File: src/rtl/relay_io_pkg.sv
package relay_io_pkg;
    localparam int unsigned OFS_CTRL   = 1;
    localparam int unsigned OFS_STAT   = 2;
    localparam logic [7:0]  CTRL_RESET = 8'h40;
    localparam logic [7:0]  CTRL_MASK  = 8'hCF;
    localparam logic [7:0]  RD_IDLE    = 8'hFF;
    localparam int unsigned BIT_ON     = 6;
    localparam int unsigned BIT_EOFF   = 7;
endpackage

File: src/rtl/relay_io_decode.sv
module relay_io_decode #(
    parameter int unsigned AW   = 16,
    parameter int unsigned BASE = 16'h0300
) (
    input  logic [AW-1:0] addr,
    input  logic          wr,
    input  logic          rd,
    output logic          ctrl_wr_hit,
    output logic          stat_rd_hit
);
    import relay_io_pkg::*;

    localparam logic [AW-1:0] ADR_CTRL = AW'(BASE + OFS_CTRL);
    localparam logic [AW-1:0] ADR_STAT = AW'(BASE + OFS_STAT);

    always_comb begin
        ctrl_wr_hit = wr && (addr == ADR_CTRL);
        stat_rd_hit = rd && (addr == ADR_STAT);
    end
endmodule

File: src/rtl/relay_io_sync.sv
module relay_io_sync #(
    parameter int unsigned W = 4
) (
    input  logic         clk,
    input  logic         rst,
    input  logic [W-1:0] raw,
    output logic [W-1:0] synced
);
    typedef struct packed {
        logic [W-1:0] s1;
        logic [W-1:0] s2;
        logic [1:0]   age;
    } sync_t;

    sync_t st_d, st_q;

    always_comb begin
        st_d     = st_q;
        st_d.s1  = raw;
        st_d.s2  = st_q.s1;
        if (st_q.age != 2'd2) st_d.age = st_q.age + 2'd1;
    end

    always_ff @(posedge clk) begin
        if (rst) st_q <= '0;
        else     st_q <= st_d;
    end

    assign synced = st_q.s2;

    AST_SYNC_DELAY: assert property (@(posedge clk) disable iff (rst)
        (st_q.age == 2'd2) |-> (synced == $past(raw, 2)));
endmodule

File: src/rtl/relay_io_outreg.sv
module relay_io_outreg #(
    parameter int unsigned DW       = 8,
    parameter int unsigned REL_N    = 4,
    parameter int unsigned ON_BIT   = 6,
    parameter int unsigned EOFF_BIT = 7,
    parameter logic [7:0]  RST_VAL  = 8'h40,
    parameter logic [7:0]  WMASK    = 8'hCF
) (
    input  logic             clk,
    input  logic             rst,
    input  logic             leg_we,
    input  logic [DW-1:0]    leg_wdata,
    input  logic             alt_we,
    input  logic [REL_N-1:0] alt_wdata,
    output logic [REL_N-1:0] relay,
    output logic             modem_on,
    output logic             modem_eoff
);
    typedef struct packed {
        logic [DW-1:0]    leg;
        logic [REL_N-1:0] alt;
    } out_t;

    out_t st_d, st_q;

    always_comb begin
        st_d = st_q;
        if (leg_we) st_d.leg = leg_wdata & DW'(WMASK);
        if (alt_we) st_d.alt = alt_wdata;
    end

    always_ff @(posedge clk) begin
        if (rst) begin
            st_q.leg <= DW'(RST_VAL);
            st_q.alt <= '0;
        end else begin
            st_q <= st_d;
        end
    end

    for (genvar i = 0; i < REL_N; i++) begin : g_merge
        assign relay[i] = st_q.leg[i] | st_q.alt[i];
    end

    assign modem_on   = st_q.leg[ON_BIT];
    assign modem_eoff = st_q.leg[EOFF_BIT];

    AST_RESET_STATE: assert property (@(posedge clk) disable iff (rst)
        $fell(rst) |-> (relay == '0 && modem_on && !modem_eoff));
    AST_LEG_RELAY: assert property (@(posedge clk) disable iff (rst)
        leg_we |=> ((relay & $past(leg_wdata[REL_N-1:0])) == $past(leg_wdata[REL_N-1:0])));
    AST_LEG_MODEM: assert property (@(posedge clk) disable iff (rst)
        leg_we |=> (modem_on == $past(leg_wdata[ON_BIT]) && modem_eoff == $past(leg_wdata[EOFF_BIT])));
    AST_ALT_OR: assert property (@(posedge clk) disable iff (rst)
        alt_we |=> ((relay & $past(alt_wdata)) == $past(alt_wdata)));
    AST_ALT_KEEPS_MODEM: assert property (@(posedge clk) disable iff (rst)
        (alt_we && !leg_we) |=> ($stable(modem_on) && $stable(modem_eoff)));
endmodule

File: src/rtl/relay_io_bank.sv
module relay_io_bank #(
    parameter int unsigned AW    = 16,
    parameter int unsigned BASE  = 16'h0300,
    parameter int unsigned DW    = 8,
    parameter int unsigned REL_N = 4,
    parameter int unsigned IN_N  = 4
) (
    input  logic             clk,
    input  logic             rst,
    input  logic [AW-1:0]    bus_addr,
    input  logic             bus_wr,
    input  logic             bus_rd,
    input  logic [DW-1:0]    bus_wdata,
    output logic [DW-1:0]    bus_rdata,
    input  logic             alt_we,
    input  logic [REL_N-1:0] alt_wdata,
    input  logic [IN_N-1:0]  in_raw,
    output logic [REL_N-1:0] relay_out,
    output logic             modem_on,
    output logic             modem_eoff
);
    import relay_io_pkg::*;

    localparam logic [AW-1:0] ADR_STAT = AW'(BASE + OFS_STAT);

    logic            ctrl_wr_hit;
    logic            stat_rd_hit;
    logic [IN_N-1:0] in_sync;

    relay_io_decode #(.AW(AW), .BASE(BASE)) i_decode (
        .addr        (bus_addr),
        .wr          (bus_wr),
        .rd          (bus_rd),
        .ctrl_wr_hit (ctrl_wr_hit),
        .stat_rd_hit (stat_rd_hit)
    );

    relay_io_sync #(.W(IN_N)) i_sync (
        .clk    (clk),
        .rst    (rst),
        .raw    (in_raw),
        .synced (in_sync)
    );

    relay_io_outreg #(
        .DW(DW), .REL_N(REL_N), .ON_BIT(BIT_ON), .EOFF_BIT(BIT_EOFF),
        .RST_VAL(CTRL_RESET), .WMASK(CTRL_MASK)
    ) i_outreg (
        .clk        (clk),
        .rst        (rst),
        .leg_we     (ctrl_wr_hit),
        .leg_wdata  (bus_wdata),
        .alt_we     (alt_we),
        .alt_wdata  (alt_wdata),
        .relay      (relay_out),
        .modem_on   (modem_on),
        .modem_eoff (modem_eoff)
    );

    always_comb begin
        bus_rdata = DW'(RD_IDLE);
        if (stat_rd_hit) bus_rdata = DW'(in_sync);
    end

    AST_IDLE_READ: assert property (@(posedge clk) disable iff (rst)
        !(bus_rd && bus_addr == ADR_STAT) |-> (bus_rdata == DW'(RD_IDLE)));
    AST_STAT_UPPER_ZERO: assert property (@(posedge clk) disable iff (rst)
        (bus_rd && bus_addr == ADR_STAT) |-> (bus_rdata[DW-1:IN_N] == '0));
endmodule

File: config.mk
export PLATFORM = sky130hd
export DESIGN_NAME = relay_io_bank
export DESIGN_NICKNAME = d
export VERILOG_FILES = /design/src/rtl/relay_io_pkg.sv /design/src/rtl/relay_io_decode.sv /design/src/rtl/relay_io_sync.sv /design/src/rtl/relay_io_outreg.sv /design/src/rtl/relay_io_bank.sv
export SDC_FILE = /design/constraint.sdc
export NUM_CORES = 1
export LEC_CHECK = 0
export BUFFER_PORTS_ARGS = -buffer_cell sky130_fd_sc_hd__buf_4
export CAP_MARGIN = 20
export CORE_UTILIZATION = 35
export CTS_BUF_LIST = sky130_fd_sc_hd__clkbuf_4 sky130_fd_sc_hd__clkbuf_8
export CTS_CLUSTER_DIAMETER = 50
export DETAILED_ROUTE_END_ITERATION = 8
export GPL_ROUTABILITY_DRIVEN = 0
export PLACE_DENSITY = 0.8
export REMOVE_ABC_BUFFERS = 1
export SYNTH_ARGS = -nofsm -noshare
export SYNTH_HDL_FRONTEND = slang
export SYNTH_HIERARCHICAL = 1
export SYNTH_SLANG_ARGS = --single-unit
File: constraint.sdc
create_clock -name clk -period 3.2 [get_ports clk]
set_clock_uncertainty 0.15 [all_clocks]
set_input_delay 0.96 -clock clk [delete_from_list [all_inputs] [get_ports clk]]
set_output_delay 0.96 -clock clk [all_outputs]
set_load 0.1 [all_outputs]
# Yosys cells after proc, flatten, opt, wreduce, memory -nomap -nowiden

Cells that the tools add are included.

Equality and inequality tests: 2
Muxes and demuxes: 1
Bitwise gates (word level): 4
Reductions and logical operators: 2

Operators with widths:

| operator               | count |
|---|---|
| $eq A16 B10 Y1 const B | 2 |
| $mux W8                | 1 |
| $or A1 B1 Y1           | 4 |
| $logic_and A1 B1 Y1    | 2 |

Flip-flop bits (word level): 18
Input port bits: 37
Output and inout bits: 14
Logic and storage cells: 13

# Depth between registers and ports, before layout

Gate-level depths: netlist (run 1).

Depth after elaboration: 3
Depth in mapped cells: 6
Depth with buffers taken out: 5

# Hierarchy

The synthesis (run 1) kept the hierarchy.

Modules (own cells, without submodules):

| module          | times used | cells an instance | area each (µm²) | sequential area each (µm²) |
|---|---|---|---|---|
| relay_io_outreg | 1          | 37                | 390.4           | 200.2 |
| relay_io_sync   | 1          | 16                | 210.2           | 160.2 |
| relay_io_decode | 1          | 9                 | 63.8            | 0.0 |
| relay_io_bank   | 1          | 8                 | 51.3            | 0.0 |

# Least setup slack after synthesis (run 1)

Ideal clock, no wire load.

Kind: in2out
Start: input bus_addr[12]
End: output bus_rdata[5]
Arrival: 2.641 ns
Data required time: 2.090 ns
Path slack: -0.551 ns
Stages on the path: 5
Buffers on the path: 1
Cell sequence: nor4_1 > nand4_1 > nor3_1 > inv_1 > buf_4

Longest elaborated chain between the ends: 3

Ends and longest elaborated chain:

| element             | RTL line              | RTL |
|---|---|---|
| start, declared     | relay_io_bank.sv:10   | `input logic [AW-1:0] bus_addr,` |
| $eq A16 B10 Y1      | relay_io_decode.sv:18 | `stat_rd_hit = rd && (addr == ADR_STAT);` |
| $logic_and A1 B1 Y1 | relay_io_decode.sv:18 |  |
| net stat_rd_hit     | relay_io_bank.sv:27   | `logic stat_rd_hit;` |
| $mux W8             | relay_io_bank.sv:62   | `if (stat_rd_hit) bus_rdata = DW'(in_sync);` |
| end, declared       | relay_io_bank.sv:14   | `output logic [DW-1:0] bus_rdata,` |

The timed path passes the listed nets, and every way through them passes these cells.

# Worst setup path after layout (run 1)

Start: input bus_addr[13]
End: output bus_rdata[1]

The elaborated chain is that of the path after synthesis.

==> results of run 1 <==
cell type report:
class / count / area [um2] / area share [%]
clock buffers: 4 / 36.28 / 2.874
inverters: 1 / 3.754 / 0.2973
multi-input cells: 45 / 349.1 / 27.65
flip-flops and latches: 18 / 360.3 / 28.54
well taps: 25 / 31.28 / 2.478
repair buffers: 53 / 481.7 / 38.16
routing by layer:
| metal | part of all wire, % | routed length, um |
|---|---|---|
| met1 | 34 | 575 |
| met5 | 0 | 0 |
| met2 | 59 | 992 |
| met4 | 0 | 0 |
| met3 | 7.3 | 124 |
state kept, by name (all words and copies together), names as in the netlist:
name,count
i_outreg/st_q,8
i_sync/st_d,4
i_sync/synced,4
i_outreg/modem_eoff,1
i_outreg/modem_on,1
repair_timing:
action,in CTS,in global routing
setup endpoints to repair,8,8
gates resized for setup,14,10
setup buffers,1,2
report_power, final:
part | switching [W] | leakage (nW) | internal, W | total (W)
Clock | 0.0000651 | 0.0210 | 0.0000692 | 0.000134
Sequential | 0.00000233 | 0.148 | 0.000231 | 0.000234
Combinational | 0.0000402 | 0.403 | 0.0000417 | 0.0000819
Total | 0.000108 | 0.572 | 0.000342 | 0.000450
final timing paths:
| check | start | end | slack, ns | cells past startpoint |
|---|---|---|---|---|
| worst max register to register | i_outreg/modem_on$_SDFFE_PP1P_ | i_outreg/modem_on$_SDFFE_PP1P_ | 2.28 | 2 |
| worst min register to register | i_sync/st_d[4]$_SDFF_PP0_ | i_sync/synced[2]$_SDFF_PP0_ | 0.29 | 1 |
| worst max-delay path | bus_addr[13] | bus_rdata[1] | -0.06 | 8 |
| worst min-delay path | i_sync/st_d[4]$_SDFF_PP0_ | i_sync/synced[2]$_SDFF_PP0_ | 0.29 | 1 |
cells in the final DEF (no fill, tap or decap):
cell type,count
buf_4,41
dfxtp_1,18
nor2_1,10
mux2i_1,9
nor2b_1,8
buf_6,7
buf_12,4
clkbuf_4,3
nand2b_1,2
nand2b_4,2
nand2_1,2
or2_1,2
or2_2,2
inv_1,1
clkbuf_8,1
nor4b_2,1
nor4b_4,1
nor4_4,1
nand4_1,1
nor3_1,1
nor3_2,1
nor2b_2,1
a211o_1,1
buf_8,1
worst max-delay path: stages:
cell and delay, ns:
buf_4 0.12, nor4b_4 0.24, nand4_1 0.16, nor3_2 0.18
buf_4 0.16, buf_12 0.11, nand2b_4 0.06, buf_12 0.16
cell families after synthesis:
logic type / after synthesis
compound gates: 1
simple gates: 35
mux: 9
flops: 18
buf+inv: 7
metrics by stage:
step / hold WS, ns / total power, W / instances / setup slack (ns)
2_1_floorplan: 0.2638 / 0.0002724 / 64 / -1.493
3_3_place_gp: 0.2731 / 0.0003134 / 139 / -0.04828
3_5_place_dp: 0.2704 / 0.0003153 / 139 / -0.07404
4_1_cts: 0.2930 / 0.0004529 / 144 / -0.06597
5_1_grt: 0.3110 / 0.0004691 / 146 / -0.1315
6_report: 0.2903 / 0.0004501 / 146 / -0.06004
==> results.toml, run 1 <==
[grt]
top_usage_layer = "met2"
grt_util_met3_pct = 3.462
grt_start_max_net_pins = 19
grt_usage_pct = 15.46
grt_util_met1_pct = 11.68
grt_pass1_wl_mm = 2.311
antenna_found_initial = 0
met2_usage_pct = 34.25
grt_pass1_vias = 631
gr-total-overflow = 0

[route]
dr.pass1.iters = 3
wl_per_cell_um = 11.59
route.detailed.drc = 0
via_count = 653
wl_mm = 1.692
postRouteAntennaNets = 0
routed_via_density = 4.473
drt_iter0_drc = 9

[flow_run]
drv_cap = 0

[clock_network]
path_clk_slew_ns = 0.09
cts_hold_buf = 0
clock_path_buffers = 2
clock_tree.root_cell = "clkbuf_4"
cts.sinks = 18
h-tree-depth = 1
cts_buffers = 3
clkLatencyLatePin_ns = 0.29
cts_tree = "built"

[yosys]
synth_area_per_cell_um2 = 10.22
synth-xor-area-share_pct = 0
ys_types = 18
synth_commonest_cells = "dfxtp_1 (18), nor2_1 (10), mux2i_1 (9)"
async_flop_share_pct = 0
synth_area_leaders = "dfxtp_1 (50%), mux2i_1 (13%), nor2b_1 (7.0%)"
synthesis.area_um2 = 715.7
synth_top_area_share_pct = 50.35
synthMuxAreaShare_pct = 12.59
seq_area_frac_synth_pct = 50.35
yosys_warnings = 6
synth-main-ff-cell = "dfxtp_1"
synth_top_family_by_area = "simple AND/OR/NAND/NOR gates"
synth_compound_area_share_pct = 1.224
yosysMostFrequentCell = "dfxtp_1"
yosys.area_share.simple_pct = 28.85
synth_seq_cells = 18
synth_edf_count = 0
netlist_instances = 70
synth_fa_ha_area_share_pct = 0
yosys.area.top_type = "dfxtp_1"

[timing]
tns_ns = -0.3331
final_max_slew_viol_count = 0
fin_crit_ns = 3.260
layout_setup_ws_ns = -0.06004
finalHoldViolCount = 0
worstMarginPinSlew_ns = 0.2799
post-route-period-util_pct = 101.9
fmax_ghz = 0.3067
grt_setup_unrepaired = "yes"
setup_violations = 7
relSlewSlack_pct = 81.49

[worst_setup_path]
cp_max_fo = 4
critical_path_class = "in -> out"
required_ns = 2.09
arrival_ns = 2.15
cp-start-kind = "input port"
cp-end-kind = "primary output"

[finish]
fin_util_pct = 69.35
n_antenna_cell = 0
fillers = 136
nNetsFinal = 159
finalInstanceArea_mm2 = 0.001262
drive_above_1_share_pct = 54.55
synthToLayoutAreaGrowth_pct = 76.40

[floorplanning]
die_h_um = 47.22
start_util_pct = 39.31
core-area_mm2 = 0.001821
die-area_mm2 = 0.002230
row_count = 15
die_x_um = 47.22
pin_count = 51

[hold_path]
hp-class = "reg -> reg"

[place]
place_area_mm2 = 0.001076
dp_hpwl_mm = 1.218
numPortBuffers = 48

[power_and_ir_drop]
p_leak_nw = 0.5719
ir_drop_mv = 0.3660
power_density_mw_per_mm2 = 356.5

[run_status]
status = "complete, but fails checks"
violations = "negative setup slack"
Note: power is estimated with default switching activity, not from simulation.
==> run 2, diff against run 1 <==
- GPL_TIMING_DRIVEN: unset -> 0
==> run 2 against run 1 <==
Effect of this change:
- critical path type unchanged
- die area is the same
- via count fell by 3.2%
- sequential power hardly changed
- wire length fell by 4.3%
- clock power about the same
- design area down 4.4%
- the flow still finishes with violations (negative setup slack)
- register-to-register slack is essentially flat
==> results.toml, run 2 (synthesis results as in run 1) <==
[clock_network]
cts_buffers = 3
cts.sinks = 18
cts_hold_buf = 0
h-tree-depth = 1
clock_path_buffers = 2
cts_tree = "built"
path_clk_slew_ns = 0.09
clkLatencyLatePin_ns = 0.28
clock_tree.root_cell = "clkbuf_4"

[grt]
grt_util_met3_pct = 3.462
grt_pass1_vias = 617
grt_pass1_wl_mm = 2.249
grt_util_met1_pct = 10.75
grt_start_max_net_pins = 19
gr-total-overflow = 0
antenna_found_initial = 0
met2_usage_pct = 35.34
grt_usage_pct = 14.75
top_usage_layer = "met2"

[finish]
fillers = 140
largest_register_ffs = 8
n_antenna_cell = 0
final_common_cell = "buf_4"
final_cell_mix = "buf_4 (35), dfxtp_1 (18), nor2_1 (10), buf_6 (10), mux2i_1 (9)"
finalInstanceArea_mm2 = 0.001207
nNetsFinal = 155
drive_above_1_share_pct = 52.14
regMostFlops = "i_outreg/st_q"
synthToLayoutAreaGrowth_pct = 68.71

[worst_setup_path]
cp_max_fo = 5
cp-start-kind = "input port"
crit_top_cell = "buf_6"
critical_path_class = "in -> out"
arrival_ns = 2.15
critPathMaxStageDelay_ns = 0.31
cp_top_family = "simple AND/OR/NAND/NOR gates"
worst-path-buf-inv = 3
worstPathCellList = "buf_6 > nor4b_4 > nand4_1 > nor3_4 > inv_2 > buf_6"
cp_slowest_cell = "nor3_4"
cp-end-kind = "primary output"
required_ns = 2.09

[floorplanning]
die_h_um = 47.22
pin_count = 51
row_count = 15
start_util_pct = 39.31
die-area_mm2 = 0.002230
die_x_um = 47.22
core-area_mm2 = 0.001821

[hold_path]
hp-class = "reg -> reg"

[place]
dp_hpwl_mm = 1.200
place_ws_ns = -0.3286
place_area_mm2 = 0.001061
numPortBuffers = 48

[route]
postRouteAntennaNets = 0
via_count = 632
routed_via_density = 4.451
dr.pass1.iters = 2
wl_per_cell_um = 11.40
wl_mm = 1.619
drt_iter0_drc = 1
route.detailed.drc = 0

[timing]
fin_crit_ns = 3.263
setup_violations = 8
layout_setup_ws_ns = -0.06278
finalHoldViolCount = 0
fmax_ghz = 0.3065
worstMarginPinSlew_ns = 0.3018
grt_setup_unrepaired = "yes"
post-route-period-util_pct = 102.0
tns_ns = -0.3536
relSlewSlack_pct = 79.72
final_max_slew_viol_count = 0

[flow_run]
drv_cap = 0

[power_and_ir_drop]
power_density_mw_per_mm2 = 371.3
p_leak_nw = 0.5506
ir_drop_mv = 0.3973

[run_status]
violations = "negative setup slack"
status = "complete, but fails checks"
-- run 2: changes by cell type in the layout (fill, tap and decap cells not counted), moves of 2 or more --
cell | before | now
nand2b_4 | 2 | 0
nand2b_1 | 2 | 4
buf_4 | 41 | 35
buf_6 | 7 | 10
buf_12 | 4 | 2
-- run 2: path summary, 6_finish.rpt --
kind	from	to	slack (ns)	depth (start not counted)
min reg2reg	i_sync/st_d[4]$_SDFF_PP0_	i_sync/synced[2]$_SDFF_PP0_	0.29	1
min	i_sync/st_d[4]$_SDFF_PP0_	i_sync/synced[2]$_SDFF_PP0_	0.29	1
max reg2reg	i_outreg/modem_on$_SDFFE_PP1P_	i_outreg/modem_on$_SDFFE_PP1P_	2.27	2
max	bus_addr[2]	bus_rdata[5]	-0.06	6
-- run 2: power by group --
part           switching [W]  leakage (nW)  internal [W]
clock network      0.0000628        0.0210     0.0000691
registers         0.00000224         0.148      0.000231
logic              0.0000408         0.382     0.0000419
total               0.000106         0.551      0.000342
-- run 2: metrics by stage --
stage | power, W | cells | utilization [%] | hold WS [ns]
floorplan | 0.0002724 | 64 | - | 0.2638
global placement | 0.0003134 | 137 | 58.28 | 0.2719
detailed placement | 0.0003155 | 137 | 58.28 | 0.2748
CTS | 0.0004499 | 141 | 65.36 | 0.2979
global route | 0.0004663 | 142 | 66.32 | 0.3125
finish | 0.0004483 | 142 | 66.32 | 0.2917
-- run 2: area by class of cell --
class / count / area, um2 / share of cell area, %
Sequential cell: 18 / 360.3 / 29.84
Clock buffer: 4 / 36.28 / 3.005
Timing Repair Buffer: 49 / 435.4 / 36.06
Inverter: 1 / 3.754 / 0.3109
Tap cell: 25 / 31.28 / 2.591
Multi-Input combinational cell: 45 / 340.3 / 28.19
-- run 2: metal layers --
layer,vias to the layer above,wire (um)
met5,-,0
met4,0,0
met3,0,106
met1,279,578
li1,319,-
met2,34,934
-- run 2: timing repair --
| item | 4_1_cts | 5_1_grt |
|---|---|---|
| pin swaps | 5 | 1 |
| resized for setup | 22 | 2 |
| setup endpoints to repair | 8 | 8 |
| buffers inserted | 0 | 0 |
-- run 2: worst register-to-register path, stage by stage, from the launching register on --
cell	delay [ns]
dfxtp_1	0.33
nor2b_2	0.14
a211o_1	0.21
